File: src/rtl/gpioPortPkg.sv
package gpioPortPkg;
  typedef enum logic [2:0] {
    ADDR_PORT = 3'd0,
    ADDR_DIR  = 3'd1,
    ADDR_PULL = 3'd2,
    ADDR_WAKE = 3'd3,
    ADDR_ODRN = 3'd4
  } regAddrE;

  typedef struct packed {
    logic wrPort;
    logic wrDir;
    logic wrPull;
    logic wrWake;
    logic wrOdrn;
    logic snapCapture;
    logic sleepArmed;
  } portCtrlS;
endpackage

File: src/rtl/gpioPortCtrl.sv
module gpioPortCtrl
  import gpioPortPkg::*;
(
  input  logic       clk,
  input  logic       rstN,
  input  logic       wrEn,
  input  logic [2:0] addr,
  input  logic       sleepMode,
  output portCtrlS   ctrl
);
  logic sleepPrev;

  always_ff @(posedge clk or negedge rstN) begin
    if (!rstN) sleepPrev <= 1'b0;
    else       sleepPrev <= sleepMode;
  end

  always_comb begin
    ctrl = '0;
    if (wrEn) begin
      case (addr)
        ADDR_PORT: ctrl.wrPort = 1'b1;
        ADDR_DIR:  ctrl.wrDir  = 1'b1;
        ADDR_PULL: ctrl.wrPull = 1'b1;
        ADDR_WAKE: ctrl.wrWake = 1'b1;
        ADDR_ODRN: ctrl.wrOdrn = 1'b1;
        default:   ;
      endcase
    end
    ctrl.snapCapture = sleepMode & ~sleepPrev;
    ctrl.sleepArmed  = sleepMode & sleepPrev;
  end


  one_strobe_chk: assert property (@(posedge clk) disable iff (!rstN)
    $countones({ctrl.wrPort, ctrl.wrDir, ctrl.wrPull, ctrl.wrWake, ctrl.wrOdrn}) <= 1);


  capture_once_chk: assert property (@(posedge clk) disable iff (!rstN)
    ctrl.snapCapture |=> !ctrl.snapCapture);
endmodule

File: src/rtl/gpioPortDatapath.sv
module gpioPortDatapath
  import gpioPortPkg::*;
#(
  parameter int          WIDTH     = 8,
  parameter logic [WIDTH-1:0] PULL_MASK = 8'h3F,
  parameter logic [WIDTH-1:0] WAKE_MASK = 8'hF0,
  parameter logic [WIDTH-1:0] ODRN_MASK = 8'hC0
) (
  input  logic             clk,
  input  logic             rstN,
  input  portCtrlS         ctrl,
  input  logic [2:0]       addr,
  input  logic [WIDTH-1:0] wrData,
  input  logic [WIDTH-1:0] padIn,
  input  logic             sleepMode,
  output logic [WIDTH-1:0] rdData,
  output logic [WIDTH-1:0] padOut,
  output logic [WIDTH-1:0] padOe,
  output logic [WIDTH-1:0] pullEn,
  output logic             wakeReq
);
  localparam logic [WIDTH-1:0] ALL_IN = '1;

  logic [WIDTH-1:0] dataReg, dirReg, pullReg, wakeReg, odrnReg;
  logic [WIDTH-1:0] syncQ1, syncIn, snapReg;
  logic [WIDTH-1:0] portView, wakeDiff;

  always_ff @(posedge clk or negedge rstN) begin
    if (!rstN) begin
      dataReg <= '0;
      dirReg  <= ALL_IN;
      pullReg <= '0;
      wakeReg <= '0;
      odrnReg <= '0;
    end else begin
      if (ctrl.wrPort) dataReg <= wrData;
      if (ctrl.wrDir)  dirReg  <= wrData;
      if (ctrl.wrPull) pullReg <= wrData & PULL_MASK;
      if (ctrl.wrWake) wakeReg <= wrData & WAKE_MASK;
      if (ctrl.wrOdrn) odrnReg <= wrData & ODRN_MASK;
    end
  end

  always_ff @(posedge clk or negedge rstN) begin
    if (!rstN) begin
      syncQ1  <= '0;
      syncIn  <= '0;
      snapReg <= '0;
    end else begin
      syncQ1 <= padIn;
      syncIn <= syncQ1;
      if (ctrl.snapCapture) snapReg <= syncIn;
    end
  end

  for (genvar i = 0; i < WIDTH; i++) begin : g_pin
    assign portView[i] = dirReg[i] ? syncIn[i] : dataReg[i];
    assign padOe[i]    = ~dirReg[i] & (~odrnReg[i] | ~dataReg[i]);
    assign padOut[i]   = dataReg[i] & ~odrnReg[i];
    assign wakeDiff[i] = wakeReg[i] & dirReg[i] & (syncIn[i] ^ snapReg[i]);
  end

  assign pullEn  = pullReg;
  assign wakeReq = ctrl.sleepArmed & sleepMode & (|wakeDiff);

  always_comb begin
    case (addr)
      ADDR_PORT: rdData = portView;
      ADDR_DIR:  rdData = dirReg;
      ADDR_PULL: rdData = pullReg;
      ADDR_WAKE: rdData = wakeReg;
      ADDR_ODRN: rdData = odrnReg;
      default:   rdData = '0;
    endcase
  end


  dir_write_chk: assert property (@(posedge clk) disable iff (!rstN)
    ctrl.wrDir |=> dirReg == $past(wrData));


  data_write_chk: assert property (@(posedge clk) disable iff (!rstN)
    ctrl.wrPort |=> dataReg == $past(wrData));


  snap_take_chk: assert property (@(posedge clk) disable iff (!rstN)
    ctrl.snapCapture |=> snapReg == $past(syncIn));


  snap_hold_chk: assert property (@(posedge clk) disable iff (!rstN)
    !ctrl.snapCapture |=> $stable(snapReg));


  sync_lag_chk: assert property (@(posedge clk) disable iff (!rstN)
    $stable(padIn) && $past(rstN) |=> syncIn == $past(padIn));
endmodule

File: src/rtl/gpioWakePort.sv
module gpioWakePort
  import gpioPortPkg::*;
#(
  parameter int WIDTH = 8
) (
  input  logic             clk,
  input  logic             rstN,
  input  logic             wrEn,
  input  logic [2:0]       addr,
  input  logic [WIDTH-1:0] wrData,
  output logic [WIDTH-1:0] rdData,
  input  logic             sleepMode,
  input  logic [WIDTH-1:0] padIn,
  output logic [WIDTH-1:0] padOut,
  output logic [WIDTH-1:0] padOe,
  output logic [WIDTH-1:0] pullEn,
  output logic             wakeReq
);
  portCtrlS ctrl;

  gpioPortCtrl u_ctrl (
    .clk(clk), .rstN(rstN), .wrEn(wrEn), .addr(addr),
    .sleepMode(sleepMode), .ctrl(ctrl)
  );

  gpioPortDatapath #(.WIDTH(WIDTH)) u_dp (
    .clk(clk), .rstN(rstN), .ctrl(ctrl), .addr(addr), .wrData(wrData),
    .padIn(padIn), .sleepMode(sleepMode), .rdData(rdData),
    .padOut(padOut), .padOe(padOe), .pullEn(pullEn), .wakeReq(wakeReq)
  );


  wake_awake_chk: assert property (@(posedge clk) disable iff (!rstN)
    !sleepMode |-> !wakeReq);
endmodule

File: config.mk
export PLATFORM = sky130hd
export DESIGN_NAME = gpioWakePort
export DESIGN_NICKNAME = d
export VERILOG_FILES = /design/src/rtl/gpioPortPkg.sv /design/src/rtl/gpioPortCtrl.sv /design/src/rtl/gpioPortDatapath.sv /design/src/rtl/gpioWakePort.sv
export SDC_FILE = /design/constraint.sdc
export NUM_CORES = 1
export LEC_CHECK = 0
export BUFFER_PORTS_ARGS = -buffer_cell sky130_fd_sc_hd__buf_2
export CORE_MARGIN = 5
export CORE_UTILIZATION = 52
export CTS_BUF_LIST = sky130_fd_sc_hd__clkbuf_16
export DETAILED_ROUTE_END_ITERATION = 10
export GPL_TIMING_DRIVEN = 0
export PLACE_DENSITY = 0.79
export SETUP_SLACK_MARGIN = 0.02
export SLEW_MARGIN = 5
export SYNTH_ARGS = -nofsm -noshare
export SYNTH_HDL_FRONTEND = slang
export SYNTH_SLANG_ARGS = --single-unit
File: constraint.sdc
create_clock -name clk -period 1.5 [get_ports clk]
set_input_delay 0.15 -clock clk [delete_from_list [all_inputs] [get_ports clk]]
set_output_delay 0.15 -clock clk [all_outputs]
set_load 0.005 [all_outputs]
== Word-level counts from Yosys, hierarchy flattened ==
Index checks and enable logic that the tools add are counted.
Storage, ports and cells
  register bits after elaboration: 53
  input port bits: 23
  output and inout port bits: 33
  logic and storage cells: 65
Cells by class
  equality and inequality tests: 4
  bitwise logic cells: 35
  mux-type cells: 15
  reduce and logical (&&, ||, !) cells: 2
Operators with widths (count)
  8-bit case mux with 5 select lines: 1
  1-bit AND: 16
  1-bit 2-to-1 mux: 13
  1-bit NOT: 13
  3-bit by 2-bit equality test with 1-bit output, second input constant: 2
  5-bit 2-to-1 mux: 1
  4-bit OR reduction: 1
  1-bit XOR: 4
  3-bit by 1-bit equality test with 1-bit output, second input constant: 1
  3-bit equality test, second input constant: 1
  3-bit logical NOT: 1
  1-bit OR: 2

== Logic depth before layout (Yosys ltp) ==
  depth in word-level cells: 4
  depth in mapped cells: 5
  mapped depth without buffers: 3

== Modules after synthesis ==
A second synthesis with hierarchy kept.
Second synthesis, totals
  cell total of the unflattened synthesis: 178
  area, all modules: 2168.3 µm²
Modules (own cells, without submodules)
  gpioPortDatapath: area an instance 2067.0 µm², seq. area each 1211.2 µm², cells each 170, instances 1
  gpioPortCtrl: area an instance 101.3 µm², seq. area each 25.0 µm², cells each 8, instances 1

== Least setup slack after synthesis ==
No wires, ideal clock.
  path type: flip-flop to output port
  start: reg u_dp.dirReg[6]
  end: out rdData[6]
  data arrival time: 1116 ps
  stages on the path, launching flop included: 4
  slack: 234 ps
  cells stage by stage: dfstp_2 -> or4b_1 -> o311a_1 -> o21ai_0
On the way
  longest elaborated chain between the ends: 2
RTL lines
  start, declared: line gpioPortDatapath.sv:24  | logic [WIDTH-1:0] dataReg, dirReg, pullReg, wakeReg, odrnReg;
  start signal, assigned: line gpioPortDatapath.sv:37  | if (ctrl.wrDir) dirReg <= wrData;
  1-bit 2-to-1 mux: line gpioPortDatapath.sv:57  | assign portView[i] = dirReg[i] ? syncIn[i] : dataReg[i];
  8-bit case mux with 5 select lines *: line gpioPortDatapath.sv:67  | case (addr)
  end, declared: line gpioWakePort.sv:11  | output logic [WIDTH-1:0] rdData,
Every way passes the cells marked *; elsewhere a longest branch is shown, timed or not.

== Worst setup path after layout ==
Ends and elaborated chain as after synthesis.

==> impl_metrics.tcl <==
set metrics [dict create \
    status "finished, violations left" \
    violations "negative setup slack" \
    cp_data_required_time_ns 1.35 \
    power_mw 3.63 \
    synthMuxAreaShare_pct 13.3 \
    leakagePower_nw 1.33 \
    cts_made_buffers 5 \
    wire_per_inst_um 16.9 \
    die_w_um 74.9 \
    synthArstFlopShare_pct 100 \
    die_h_um 74.9 \
    layout_commonest_cell "buf_2" \
    core_area_um2 4030 \
    cts_num_sinks 49 \
    hold_ws_ns 0.00769 \
    routed_wirelength_um 5180 \
    nets 278 \
    syn_inst 178 \
    clock_skew_ns 0.00352 \
    clock_latency_ns 0.29 \
    synthFlopType "dfrtp_1" \
    ir_worst_vdd_uv 985 \
    avgSynthCellArea_um2 12.3 \
    routed-via-count 1676 \
    period_needed_ns 1.70 \
    fmax_mhz 589 \
    rows 23 \
    ys_warn_count 0 \
    die-area_um2 5610 \
    grt_pass1_wl_um 8220 \
    drv_slew 0 \
    rsz0062_at_grt "true" \
    final_area_um2 2840 \
    synthAdderAreaFrac_pct 0 \
    synthXorXnorAreaFrac_pct 1.60 \
    placed_area_um2 2510 \
    htreeDepth 2 \
    cts_tree "built" \
    grt_overflow_total 0 \
    io_buffers 50 \
    dr.pass1.iters 5 \
    hold_class "in2reg" \
    final_antenna_net_count 0 \
    pre_cts_ws_ns -0.0477 \
    post_drt_via_cell_ratio 5.48 \
    synth_compound_area_share_pct 9.77 \
    end_kind "output pin" \
    synth_edf_count 0 \
    final_cell_mix "buf_2, dfrtp_1, mux2_2, buf_4, nand2_1" \
    drive_above_1_share_pct 48.0 \
    synth_top_family_by_area "multiplexers" \
    clkTransAtPathRegs_ns 0.06 \
    final.period_utilization_pct 113 \
    p_per_area_nw_per_um2 1280 \
    drt_iter0_drc 107 \
    cts_buffer_depth 2 \
    routabilityCongestion 0.768 \
    final_hold_viol_count 0 \
    dp_hpwl_um 3320 \
    root_buffer "clkbuf_16" \
    synthSimpleGateAreaFrac_pct 11.9 \
    slew_headroom_pct 29.6 \
    crit_fanout 4 \
    initial_utilization_pct 54.3 \
    critPathArrivalTime_ns 1.55 \
    diodes 0 \
    synthesis.area_um2 2190 \
    area_delta_synth_final_pct 29.7 \
    ys_ff_latch 49 \
    grt_max_degree 50 \
    maxCapViolations 0 \
    worst_pin_slew_ns 1.06 \
    final_core_util_pct 70.5 \
    grtUsageTotal_pct 19.7 \
    remaining_drc_errors 0 \
    setup_viol 9 \
    grt_pass1_vias 1706 \
    dp.cells 279 \
    fin_cells 306 \
    synth_cell_types 32 \
    setup_tns_ns -1.05 \
    ys_seq_area_share_pct 56.5 \
    critical_path_class "reg2out" \
    grt_antenna_before_repair 0 \
    io_pins 56 \
    setup_slack_ns -0.197 \
    critPathLaunchType "register" \
]
==> cell families after synthesis <==
logic type / after synthesis
AO/OA/AOI/OAI: 33
XOR/XNOR: 4
buffers and inverters: 27
flip-flops: 49
multiplexers: 26
other: 1
AND/OR/NAND/NOR: 38
==> final cells by class <==
class,instances,area (um2)
repair buffers,69,417
clock buffers,5,125
multi-input cells,103,837
inverters,11,41.3
well taps,50,62.6
clock inverters,3,11.3
fillers,293,1190
plain buffers,16,109
flip-flops and latches,49,1240
==> metal layers <==
metal / vias up / global-route usage [%] / part of all wire (%)
li1: 768 / - / -
met2: 77 / 30.0 / 49
met4: 0 / 8.30 / 2.5
met1: 814 / 26.8 / 41
met3: 17 / 5.21 / 7.7
met5: - / 0 / 0
==> synth_stat cells, drive strengths merged, types with 6 or more instances <==
cell,instances,area (um2)
dfrtp,41,1030
a21oi,6,30.0
inv,11,41.3
o21ai,12,60.1
buf,14,101
dfstp,8,210
mux2,24,270
nand2,14,52.6
==> registers in the layout, summed over array words and instances (netlist names) <==
signal and flops:
u_ctrl.sleepPrev 1, u_dp.dataReg 8, u_dp.dirReg 8, u_dp.odrnReg 2, u_dp.pullEn 6, u_dp.snapReg 4
u_dp.syncIn 8, u_dp.syncQ1 8, u_dp.wakeReg 4
==> what timing repair did <==
action,CTS,global route
setup buffers,9,2
gates resized for setup,7,4
hold buffers,8,0
setup endpoints to repair,9,9
pin swaps,8,8
endpoints found under the hold margin,8,0
==> path summary, 6_finish.rpt <==
check,depth (start not counted),start,slack (ns),to
max,4,u_dp.dirReg[6],-0.20,rdData[6]
min,1,sleepMode,0.008,u_ctrl.sleepPrev
max reg2reg,2,u_ctrl.sleepPrev,0.44,u_dp.snapReg[6]
min reg2reg,0,u_dp.syncQ1[3],0.35,u_dp.syncIn[3]
max in group asynchronous,1,rstN,0.79,u_dp.syncQ1[1]
min in group asynchronous,1,rstN,0.06,u_dp.syncIn[4]
==> power breakdown <==
| group | leakage (nW) | internal [mW] | switching, mW |
|---|---|---|---|
| combinational | 0.681 | 0.501 | 0.362 |
| clock | 0.0776 | 0.600 | 0.451 |
| sequential | 0.569 | 1.56 | 0.152 |
| total | 1.33 | 2.66 | 0.965 |
==> worst max-delay path, cell delays in order (launching register included) <==
cell and delay, ns:
dfstp_2 0.39, or4b_1 0.46, o311a_1 0.13, o21ai_1 0.14, buf_2 0.14
(Power assumes the default switching activity.)
